--- src/rtl/ssc_mod_gen.sv ---
module ssc_mod_gen #(
  parameter int REF_W     = 18,
  parameter int RATE_W    = 8,
  parameter int CODE_W    = 5,
  parameter int CNT_W     = 16,
  parameter int OFS_W     = 20,
  parameter int CTR_MAX   = 24,
  parameter int DN_MAX    = 16,
  parameter int CTR_LSB   = 8192,
  parameter int DN_LSB    = 16384,
  parameter int RATE_MIN  = 30,
  parameter int RATE_MAX  = 130,
  parameter int REF_MIN   = 6750,
  parameter int REF_RATIO = 225
) (
  input  logic                    clk,
  input  logic                    rst,
  input  logic                    en,
  input  logic                    spread_down,
  input  logic [CODE_W-1:0]       dev_code,
  input  logic [CNT_W-1:0]        half_cnt,
  input  logic [RATE_W-1:0]       rate_khz,
  input  logic [REF_W-1:0]        ref_khz,
  output logic signed [OFS_W-1:0] ofs,
  output logic                    sweep_up,
  output logic                    cfg_bad
);
  localparam int DW = (OFS_W > CNT_W) ? OFS_W : CNT_W;

  logic code_ok, rate_ok, ref_ok, ratio_ok, cnt_ok, viol, go;
  logic [31:0] rate_x;
  logic [OFS_W-1:0] dev, span, top, delta, d, d_n;
  logic [DW-1:0] div, q, r, err, err_n;
  logic [DW:0] e2;
  logic carry, last;
  logic [CNT_W-1:0] k, k_n;

  assign code_ok  = spread_down ? (dev_code <= CODE_W'(DN_MAX)) : (dev_code <= CODE_W'(CTR_MAX));
  assign rate_ok  = (rate_khz >= RATE_W'(RATE_MIN)) && (rate_khz <= RATE_W'(RATE_MAX));
  assign ref_ok   = ref_khz >= REF_W'(REF_MIN);
  assign rate_x   = 32'(rate_khz) * 32'(REF_RATIO);
  assign ratio_ok = rate_x <= 32'(ref_khz);
  assign cnt_ok   = half_cnt != '0;
  assign viol     = !(code_ok && rate_ok && ref_ok && ratio_ok && cnt_ok);
  assign go       = en && !viol;

  assign dev  = spread_down ? OFS_W'(dev_code) * OFS_W'(DN_LSB) : OFS_W'(dev_code) * OFS_W'(CTR_LSB);
  assign span = spread_down ? dev : (dev << 1);
  assign top  = spread_down ? '0 : dev;

  assign div   = cnt_ok ? DW'(half_cnt) : DW'(1);
  assign q     = DW'(span) / div;
  assign r     = DW'(span) % div;
  assign e2    = {1'b0, err} + {1'b0, r};
  assign carry = e2 >= {1'b0, div};
  assign err_n = carry ? DW'(e2 - {1'b0, div}) : DW'(e2);
  assign delta = OFS_W'(q) + OFS_W'(carry);
  assign d_n   = sweep_up ? (d - delta) : (d + delta);
  assign k_n   = k + CNT_W'(1);
  assign last  = k_n == half_cnt;

  always_ff @(posedge clk) begin
    if (rst) begin
      d        <= '0;
      k        <= '0;
      err      <= '0;
      sweep_up <= 1'b0;
      ofs      <= '0;
      cfg_bad  <= 1'b0;
    end else begin
      cfg_bad <= en && viol;
      if (!go) begin
        d        <= '0;
        k        <= '0;
        err      <= '0;
        sweep_up <= 1'b0;
        ofs      <= '0;
      end else begin
        d   <= d_n;
        ofs <= top - d_n;
        if (last) begin
          k        <= '0;
          err      <= '0;
          sweep_up <= !sweep_up;
        end else begin
          k   <= k_n;
          err <= err_n;
        end
      end
    end
  end
endmodule

--- config.mk ---
export PLATFORM = sky130hd
export DESIGN_NAME = ssc_mod_gen
export DESIGN_NICKNAME = d
export VERILOG_FILES = /design/src/rtl/ssc_mod_gen.sv
export SDC_FILE = /design/constraint.sdc
export NUM_CORES = 1
export LEC_CHECK = 0
export ABC_AREA = 1
export BUFFER_PORTS_ARGS = -buffer_cell sky130_fd_sc_hd__buf_2
export CAP_MARGIN = 20
export CORE_MARGIN = 2
export CORE_UTILIZATION = 50
export DETAILED_ROUTE_END_ITERATION = 12
export GPL_TIMING_DRIVEN = 0
export MAX_ROUTING_LAYER = met4
export PLACE_DENSITY = 0.78
export SYNTH_ARGS = -nofsm -noshare
export SYNTH_HDL_FRONTEND = slang
export SYNTH_SLANG_ARGS = --single-unit
export TNS_END_PERCENT = 1
--- constraint.sdc ---
create_clock -name clk -period 61.7 [get_ports clk]
set_input_delay 12.34 -clock clk [delete_from_list [all_inputs] [get_ports clk]]
set_output_delay 12.34 -clock clk [all_outputs]
set_load 0.005 [all_outputs]
### Word-level counts from Yosys, hierarchy flattened

Cells that the tools add are included.

* bits in registers: 78
* input port bits: 51
* logic and storage cells: 44

* add/subtract/negate cells: 7
* $mul: 1
* divide/modulo/power cells: 2
* magnitude comparators: 7
* equal/unequal tests: 1
* muxes and demuxes: 7
* bitwise logic cells: 1
* reduce and logical (&&, ||, !) cells: 12

Operators by type and width (count)
* 20-bit 2-to-1 mux: 3
* 19-bit 2-to-1 mux: 2
* 20-bit by 20-bit adder with 21-bit output: 1
* 21-bit by 16-bit >= comparator with 1-bit output: 1
* 20-bit by 1-bit adder with 20-bit output: 1
* 20-bit adder: 1
* 20-bit by 20-bit divider with 20-bit output: 1
* 20-bit by 20-bit remainder unit with 20-bit output: 1
* 19-bit by 20-bit subtractor with 20-bit output: 1
* 20-bit by 16-bit subtractor with 20-bit output: 1
* 20-bit subtractor: 1
* 18-bit by 13-bit >= comparator with 1-bit output, second input constant: 1
* 16-bit by 18-bit less-or-equal comparator with 1-bit output: 1
* 16-bit by 1-bit adder with 16-bit output, second input constant: 1
* 16-bit equality test: 1
* 8-bit by 8-bit multiplier with 16-bit output, second input constant: 1
* 16-bit 2-to-1 mux: 1
* 16-bit nonzero test: 1
* 5-bit less-or-equal comparator, second input constant: 2
* 8-bit by 5-bit >= comparator with 1-bit output, second input constant: 1
* 8-bit less-or-equal comparator, second input constant: 1
* 1-bit logical AND: 7
* 3-bit OR reduction: 1
* 1-bit zero test: 2
* other kinds (3): 3

### Logic depth before layout (Yosys ltp)

Gate-level depths: netlist of run 1.

* depth in word-level cells: 9
* depth in mapped cells: 337
* mapped depth without buffers: 320

### Least setup slack after synthesis of run 1

No wires, ideal clock.

* path type: input-to-reg
* from: input port half_cnt[6]
* to: register ofs[19]
* arrival time: 53238 ps
* path slack: 8347 ps
* stages: 321
* cells stage by stage: inv_1 -> nand2_4 -> nor2_1 -> nand4_4 -> nand2_4 -> inv_2 -> clkbuf_1 -> clkbuf_1 -> ha_1 -> nand2_1 -> nand3b_1 -> nand2_1 -> inv_1 -> nand2_1 -> nand2_1 -> nand2_1 -> inv_1 -> ha_1 -> [285 not listed] -> o21bai_1 -> nand3_1 -> nand2_1 -> a21o_1 -> a21oi_1 -> xor2_1 -> ha_1 -> nand3_1 -> o21ai_0 -> nand2_1 -> nand2_1 -> a21oi_1 -> nand2_1 -> nand2_1 -> o21bai_1 -> nand3_1 -> nand2_1 -> nor2_1

* longest elaborated chain between the ends: 9
* elaborated cells on any way between the ends: 15

RTL lines
* from (decl): RTL line 21 `input logic [CNT_W-1:0] half_cnt,`
* 16-bit nonzero test: RTL line 43 `assign cnt_ok = half_cnt != '0;`
* 16-bit 2-to-1 mux: RTL line 51 `assign div = cnt_ok ? DW'(half_cnt) : DW'(1);`
* 20-bit by 20-bit remainder unit with 20-bit output: RTL line 53 `assign r = DW'(span) % div;`
* 20-bit by 20-bit adder with 21-bit output: RTL line 54 `assign e2 = {1'b0, err} + {1'b0, r};`
* 21-bit by 16-bit >= comparator with 1-bit output: RTL line 55 `assign carry = e2 >= {1'b0, div};`
* 20-bit by 1-bit adder with 20-bit output: RTL line 57 `assign delta = OFS_W'(q) + OFS_W'(carry);`
* 20-bit adder or 20-bit subtractor (tied branches): RTL line 58 `assign d_n = sweep_up ? (d - delta) : (d + delta);`
* 20-bit 2-to-1 mux: RTL line 58
* 19-bit by 20-bit subtractor with 20-bit output: RTL line 80 `ofs <= top - d_n;`
* to (signal assigned): RTL line 80
* to (decl): RTL line 24 `output logic signed [OFS_W-1:0] ofs,`

Parallel ways exist; a longest one is shown, timed or not.
A chain may end at the register's enable or synchronous reset.

### Worst setup path after layout of run 1

* from: input port half_cnt[10]
* to: register ofs[19]

The elaborated chain is that of the path after synthesis.

==> flow_summary.yaml, run 1 <==
yosys:
  yosysSeqAreaShare_pct: 8.10
  synth_seq_cells: 77
  yosysWarnings: 0
  yosysTopAreaCellShare_pct: 21.0
  ys.flop_type: "dfxtp_1"
  syn_area_um2: 19000
  synth_edf_count: 0
  synth-async-reset-ratio_pct: 0
  synth_largest_area_cell: "ha_1"
  yosysMostFrequentCell: "nand2_1"
  yosysUniqueCellTypes: 67
  synthTopCellsByCount: "634 x nand2_1, 389 x inv_1, 320 x ha_1, 255 x a21oi_1, 219 x nor2_1"
  synthCells: 3004
  syn_area_per_cell_um2: 6.33
  synth_area_leaders: "ha_1 21%, nand2_1 13%, dfxtp_1 8.1%, inv_1 7.7%, xor2_1 7.1%"
floorplanning:
  die-area_um2: 39600
  rows: 71
  fp.coreArea_um2: 37600
  start_util_pct: 50.6
  fp.dieW_um: 199
  io_pins: 73
  fp.dieH_um: 199
cells_and_area:
  syn_to_final_growth_pct: 8.77
  drive_above_1_share_pct: 9.04
  fill_cells: 3695
  antenna_cells: 0
  finalNetCount: 3487
global_route:
  grt_pass1_vias: 18300
  grt_pass1_wl_um: 85500
  grt.total_usage_pct: 26.9
  antenna_found_initial: 0
  grt_remaining_overflow: 0
  grt_start_max_net_pins: 25
clocking:
  root_buffer: "clkbuf_16"
  cts_buffers: 9
  path_clk_slew_ns: 0.06
  tritoncts: "done"
  cts_hold_buf: 0
  clock_latency_ns: 0.34
  htreeDepth: 3
  cts.sinks: 77
  clockBufferDepth: 2
sta:
  post-route-period-util_pct: 93.1
  fmax_mhz: 17.4
  max-slew-margin-rel_pct: 25.9
  period_minus_slack_ns: 57.43
  setup-tns-final_ns: 0
  finalSetupViolCount: 0
  tightest_slew_ns: 1.11
  finalHoldViolCount: 0
  clock_skew_ns: 0.00988
  slew_violations: 0
routing:
  drtIter0Drc: 1309
  drtAntennaViolNets: 0
  avgViaCountPerCell: 5.48
  drt_first_pass_iters: 6
  wl_per_cell_um: 14.2
  drt-total-wl_um: 51300
  route.detailed.drc: 0
  vias: 19800
critical_path:
  startpoint_type: "primary input"
  cp_max_fo: 17
  arrival_ns: 57.69
  cpPeakStageDelay_ns: 0.38
  crit_type: "primary input to flip-flop"
  cp-end-kind: "flip-flop"
  crit_required_ns: 61.96
  slowest_stage: "ha_1"
  cpMostUsedCell: "nand2_1"
placed_design:
  dp_hpwl_um: 42000
  port_buffers: 72
  gp_congestion: 0.960
job:
  drv_cap: 0
run_status:
  status: "complete, no violations"
hold_path:
  hold_class: "flip-flop to flip-flop"
==> worst max-delay path: cells and delay by family <==
kind	cells	cell delay (ns)
and+or+nand+nor	151	14.85
AOI/OAI and AO/OA	92	14.53
adders and majority gates	25	8.27
buffers and inverters	52	6.88
xor gates and xnor gates	4	0.69
==> area by class of cell <==
| cell class | count | area, um2 | share of cell area [%] |
|---|---|---|---|
| plain buffers | 52 | 305 | 1.48 |
| clock buffers | 10 | 239 | 1.15 |
| clock inverters | 5 | 35.0 | 0.169 |
| inverters | 411 | 1570 | 7.56 |
| multi-input cells | 2466 | 15900 | 76.6 |
| flip-flops and latches | 77 | 1540 | 7.45 |
| well taps | 511 | 639 | 3.09 |
| repair buffers | 87 | 513 | 2.48 |
==> worst paths after layout <==
kind / start / to / slack (ns) / depth (start not counted)
min: k[0] / k[0] / 0.47 / 1
max: half_cnt[10] / ofs[19] / 4.27 / 324
min reg2reg: k[0] / k[0] / 0.47 / 1
max reg2reg: err[0] / ofs[19] / 52.49 / 60
==> sequential cells by signal (all words and copies together) (netlist names) <==
name,flops
d,19
ofs,20
sweep_up,1
err,20
k,16
cfg_bad,1
==> timing repair <==
item	4_1_cts	5_1_grt
gates cloned	0	0
setup endpoints to repair	10	56
pin swaps	0	7
resized for setup	6	115
endpoints found under the hold margin	0	0
setup buffers	1	12
==> per-stage QoR <==
step / area [um2] / worst slack, ns / hold slack (ns) / utilization [%] / instances
final: 20700 / 4.27 / 0.474 / 55.1 / 3619
after floorplan: 19000 / 8.35 / 0.441 / - / 3006
after global placement: 20000 / -1.08 / 0.454 / 53.3 / 3589
after detailed placement: 20000 / -1.29 / 0.470 / 53.3 / 3589
after CTS: 20300 / 0.191 / 0.476 / 54.1 / 3605
after global routing: 20700 / -0.184 / 0.498 / 55.1 / 3619
==> layer usage <==
metal	global-route usage, %	part of all wire [%]	vias to the layer above
met1	34.3	46	8874
met2	46.0	46	562
met3	1.10	5.6	99
li1	-	-	10300
met5	-	0	-
met4	7.85	3.0	0
==> cells by family (layout without fill, tap and decap cells) <==
| family | after synthesis | in the layout | synth area share, % |
|---|---|---|---|
| XOR/XNOR | 263 | 263 | 12.2 |
| adder cells (fa/ha/maj) | 332 | 332 | 22.3 |
| flip-flops | 77 | 77 | 8.10 |
| AND/OR/NAND/NOR | 1235 | 1235 | 29.1 |
| buffers and inverters | 463 | 565 | 9.39 |
| AO/OA/AOI/OAI | 632 | 632 | 18.8 |
| other | 2 | 4 | 0.0395 |
==> cell usage in the layout, fill, tap and decap left out, types with 19 or more instances in the layout <==
cell type	netlist	routed
nand2_1	634	631
inv_1	389	386
ha_1	320	316
a21oi_1	255	250
nor2_1	219	218
o21ai_0	192	176
nand3_1	166	166
xor2_1	155	154
xnor2_1	106	106
buf_2	9	81
dfxtp_1	77	77
o21ai_1	45	57
nor3_1	51	49
nand4_1	49	49
o21bai_1	36	36
nand2_2	16	19
buf_4	4	19
Power of run 1 is not shown: default switching activity piles up to over one toggle a cycle in this logic, so the estimate is an artifact.
==> inputs of run 2 (changes only) <==
==> constraint.sdc (replaced) <==
create_clock -name clk -period 69.7 [get_ports clk]
set_input_delay 13.94 -clock clk [delete_from_list [all_inputs] [get_ports clk]]
set_output_delay 13.94 -clock clk [all_outputs]
set_load 0.005 [all_outputs]
==> run 2 against run 1 <==
Compared with the run above:
- register-to-register slack gained 7.2 ns
- die area is the same
- cell area shrank 1.6%
- cell count shrank 0.39%
- clock skew grew 0.00077 ns
- critical path depth shrank 7
- non-clock buffer count shrank 14
- highest routed layer unchanged
- worst setup slack gained 1.1 ns
- worst hold slack gained 0.0055 ns
- clock-buffer cell count is the same
==> flow_summary.yaml, run 2 (same netlist as run 1, synthesis figures left out) <==
critical_path:
  rrSetupSlack_ns: 59.68
  arrival_ns: 64.59
  crit_type: "primary input to flip-flop"
  cpPeakStageDelay_ns: 0.52
  cpMostUsedCell: "nand2_1"
  slowest_stage: "clkinvlp_4"
  worstRegToRegCells: 60
  crit_required_ns: 69.96
  cp_max_fo: 17
  startpoint_type: "primary input"
  cp-end-kind: "flip-flop"
floorplanning:
  fp.dieW_um: 199
  fp.coreArea_um2: 37600
  rows: 71
  die-area_um2: 39600
  fp.dieH_um: 199
  io_pins: 73
  start_util_pct: 50.6
job:
  drv_cap: 0
clocking:
  clock_latency_ns: 0.35
  tritoncts: "done"
  htreeDepth: 3
  path_clk_slew_ns: 0.06
  root_buffer: "clkbuf_16"
  cts_buffers: 9
  clockBufferDepth: 2
  cts_hold_buf: 0
  cts.sinks: 77
sta:
  tightest_slew_ns: 1.12
  finalSetupViolCount: 0
  post-route-period-util_pct: 92.3
  period_minus_slack_ns: 64.33
  slew_violations: 0
  setup-tns-final_ns: 0
  grt_setup_unrepaired: "false"
  fmax_mhz: 15.5
  finalHoldViolCount: 0
  max-slew-margin-rel_pct: 25.3
  clock_skew_ns: 0.0106
cells_and_area:
  layout_commonest_cell: "nand2_1"
  fill_cells: 3742
  finalNetCount: 3473
  antenna_cells: 0
  mostFrequentLayoutCells: "634 x nand2_1, 388 x inv_1, 320 x ha_1"
  drive_above_1_share_pct: 7.11
  instances_no_fill: 3605
  largest_registers: "err (20), ofs (20), d (19)"
  syn_to_final_growth_pct: 7.03
routing:
  avgViaCountPerCell: 5.44
  wl_per_cell_um: 14.1
  drt-total-wl_um: 50800
  route.detailed.drc: 0
  drtIter0Drc: 1214
  drt_first_pass_iters: 7
  drtAntennaViolNets: 0
  vias: 19600
placed_design:
  gp_congestion: 0.960
  dp_hpwl_um: 42000
  placed_cells: 3589
  port_buffers: 72
global_route:
  grt_pass1_vias: 18200
  antenna_found_initial: 0
  grt_start_max_net_pins: 25
  grt_pass1_wl_um: 85400
  grt.total_usage_pct: 26.8
  grt_remaining_overflow: 0
hold_path:
  hold_depth: 1
  hold_class: "flip-flop to flip-flop"
run_status:
  status: "complete, no violations"
==> run 2: changes by cell type in the layout (fill, tap and decap cells not counted), sizes merged <==
cell	previous run	this run
clkbuf	41	39
clkinv	7	8
clkinvlp	3	2
buf	108	96
==> run 2: worst max-delay path: cells and delay by family <==
family | cells | cell delay [ns]
AOI/OAI and AO/OA | 91 | 16.52
xor gates and xnor gates | 4 | 0.92
adders and majority gates | 26 | 8.54
buffers and inverters | 56 | 10.35
and+or+nand+nor | 140 | 14.17
==> run 2: repair_timing <==
action | 4_1_cts | 5_1_grt
setup endpoints to repair | 0 | 5
buffers inserted | 0 | 0
resized for setup | 0 | 5
==> run 2: path summary, 6_finish.rpt <==
check,from,end
max,half_cnt[6],ofs[19]
min,k[0],k[0]
max reg2reg,err[0],ofs[19]
min reg2reg,k[0],k[0]
==> run 2: area by class of cell <==
class | instances | area [um2] | area share, %
Clock buffer | 10 | 239 | 1.17
Sequential cell | 77 | 1540 | 7.57
Timing Repair Buffer | 74 | 415 | 2.04
Inverter | 411 | 1550 | 7.60
Clock inverter | 5 | 35.0 | 0.172
Multi-Input combinational cell | 2466 | 15700 | 77.1
Buffer | 51 | 241 | 1.19
Tap cell | 511 | 639 | 3.14
==> run 2: through the flow <==
step | util [%] | setup WS (ns) | hold slack, ns | cell area [um2]
after floorplan | - | 14.75 | 0.441 | 19000
after global placement | 53.3 | 5.32 | 0.454 | 20000
after detailed placement | 53.3 | 5.11 | 0.470 | 20000
after CTS | 54.0 | 5.34 | 0.476 | 20300
after global routing | 54.2 | 0.0781 | 0.498 | 20400
final | 54.2 | 5.37 | 0.480 | 20400
==> run 2: per-layer routing <==
metal / GRT usage (%) / wire (um) / up-vias
li1: - / - / 10200
met1: 34.3 / 23600 / 8770
met2: 46.1 / 23300 / 519
met3: 1.22 / 2530 / 89
met4: 7.68 / 1370 / 0
met5: - / 0 / -
Power of run 2 is left out for the same reason.
==> inputs of run 3 (changes only) <==
--- a/config.mk
+++ b/config.mk
@@ -8,12 +8,14 @@
 export ABC_AREA = 1
 export BUFFER_PORTS_ARGS = -buffer_cell sky130_fd_sc_hd__buf_2
 export CAP_MARGIN = 20
+export CELL_PAD_IN_SITES_DETAIL_PLACEMENT = 0
+export CELL_PAD_IN_SITES_GLOBAL_PLACEMENT = 1
 export CORE_MARGIN = 2
 export CORE_UTILIZATION = 50
 export DETAILED_ROUTE_END_ITERATION = 12
 export GPL_TIMING_DRIVEN = 0
 export MAX_ROUTING_LAYER = met4
-export PLACE_DENSITY = 0.78
+export PLACE_DENSITY = 0.95
 export SYNTH_ARGS = -nofsm -noshare
 export SYNTH_HDL_FRONTEND = slang
 export SYNTH_SLANG_ARGS = --single-unit
==> run 3 against run 2 <==
Compared with the run above:
- clock-buffer cell count rose by 2
- maximum frequency shrank 0.24%
- flip-flop and latch count unchanged
- cell area is 0.71% higher
- global-route usage up 2.4 points
- cell count rose by 0.17%
- register-to-register slack better by 0.11 ns
- worst setup slack lost 0.15 ns
- non-clock buffer count grew 5
- clock skew is 0.0038 ns lower
- sequential share of layout area shrank 0.054 points
- die area did not move
- largest cell class unchanged
- highest routed layer unchanged
==> flow_summary.yaml, run 3 (same netlist as run 1, synthesis figures left out) <==
routing:
  vias: 19900
  drtAntennaViolNets: 0
  drt-total-wl_um: 56200
  route.detailed.drc: 0
  wl_per_cell_um: 15.6
  drt_first_pass_iters: 5
  drtIter0Drc: 1277
  avgViaCountPerCell: 5.51
sta:
  slew_violations: 0
  fmax_mhz: 15.5
  setup-tns-final_ns: 0
  finalHoldViolCount: 0
  finalSetupViolCount: 0
  clock_skew_ns: 0.00681
  grt_setup_unrepaired: "false"
  post-route-period-util_pct: 92.5
  period_minus_slack_ns: 64.48
  max-slew-margin-rel_pct: 25.1
  tightest_slew_ns: 1.12
placed_design:
  dp_hpwl_um: 46600
  placed_cell_area_um2: 20100
  gp_congestion: 0.950
  placed_cells: 3593
  port_buffers: 72
global_route:
  antenna_found_initial: 0
  grt.total_usage_pct: 29.2
  grt_remaining_overflow: 0
  grt_pass1_wl_um: 91800
  grt_pass1_vias: 19100
  grt_start_max_net_pins: 23
clocking:
  tritoncts: "done"
  htreeDepth: 3
  root_buffer: "clkbuf_16"
  cts.sinks: 77
  cts_buffers: 9
  clock_latency_ns: 0.35
  path_clk_slew_ns: 0.06
  clockBufferDepth: 2
  post-cts-setup-buffer-count: 0
cells_and_area:
  postLayoutCellArea_um2: 20500
  multi_input_area_um2: 15700
  fill_cells: 3801
  mostFrequentLayoutCells: "634 x nand2_1, 389 x inv_1, 320 x ha_1"
  regArea_um2: 1540
  drive_above_1_share_pct: 7.35
  antenna_cells: 0
  largest_registers: "err (20), ofs (20), d (19)"
  syn_to_final_growth_pct: 7.79
  layout_commonest_cell: "nand2_1"
  finalNetCount: 3478
  instances_no_fill: 3611
critical_path:
  crit_required_ns: 69.94
  r2r_end: "ofs[19]"
  r2r-start: "err[2]"
  worstRegToRegCells: 59
  crit_type: "primary input to flip-flop"
  rrSetupSlack_ns: 59.79
  cpMostUsedCell: "nand2_1"
  arrival_ns: 64.72
  startpoint_type: "primary input"
  cpPeakStageDelay_ns: 0.44
  cp-end-kind: "flip-flop"
  slowest_stage: "inv_1"
  cp_max_fo: 11
floorplanning:
  io_pins: 73
  fp.dieH_um: 199
  rows: 71
  fp.coreArea_um2: 37600
  fp.dieW_um: 199
  start_util_pct: 50.6
  die-area_um2: 39600
hold_path:
  worstHoldEndpoint: "k[0]"
  hold_depth: 1
  hold_class: "flip-flop to flip-flop"
  worstHoldStart: "k[0]"
run_status:
  status: "complete, no violations"
job:
  drv_cap: 0
[run 3: cell types whose count changed in the layout (fill, tap and decap cells not counted), moves of 2 or more]
cell        change
clkinv_2        -2
clkinvlp_4      -2
buf_16          +3
clkbuf_1        -2
clkbuf_2        +6
clkinv_4        +2
[run 3: final cells by class]
type                    instances  share of cell area, %
multi-input cells            2466                   76.6
inverters                     411                   7.54
flip-flops and latches         77                   7.52
well taps                     511                   3.12
repair buffers                 78                   2.50
clock buffers                  12                   1.25
plain buffers                  52                   1.23
clock inverters                 4                  0.275
[run 3: worst max-delay path by stage]
stage | startpoint | depth (start not counted) | end
after floorplan | half_cnt[6] | 321 | ofs[19]
after global placement | half_cnt[6] | 320 | ofs[19]
after detailed placement | half_cnt[6] | 321 | ofs[19]
after CTS | half_cnt[6] | 319 | ofs[19]
after global routing | half_cnt[6] | 321 | ofs[19]
final | half_cnt[6] | 322 | ofs[19]
[run 3: critical path, delay by kind of cell]
| family | cells | cell delay (ns) |
|---|---|---|
| XOR/XNOR | 4 | 0.75 |
| AND/OR/NAND/NOR | 139 | 14.49 |
| AO/OA/AOI/OAI | 97 | 16.91 |
| buffers and inverters | 57 | 9.94 |
| adder cells (fa/ha/maj) | 25 | 8.56 |
[run 3: repair_timing]
item,4_1_cts,5_1_grt
hold buffers,0,0
resized for setup,0,14
endpoints found under the setup margin,0,10
[run 3: per-layer routing]
metal,track usage [%],vias up,wire (um)
met5,-,-,0
met4,9.31,0,1570
met3,1.50,85,1870
met2,50.6,413,26300
met1,36.5,9163,26500
li1,-,10200,-
[run 3: metrics by stage]
| stage | hold WS (ns) | utilization [%] | setup WS, ns |
|---|---|---|---|
| after floorplan | 0.441 | - | 14.75 |
| after global placement | 0.453 | 53.3 | 4.42 |
| after detailed placement | 0.470 | 53.6 | 4.08 |
| after CTS | 0.486 | 54.4 | 4.30 |
| after global routing | 0.504 | 54.6 | 0.0498 |
| final | 0.486 | 54.6 | 5.22 |
Power of run 3 is left out for the same reason.
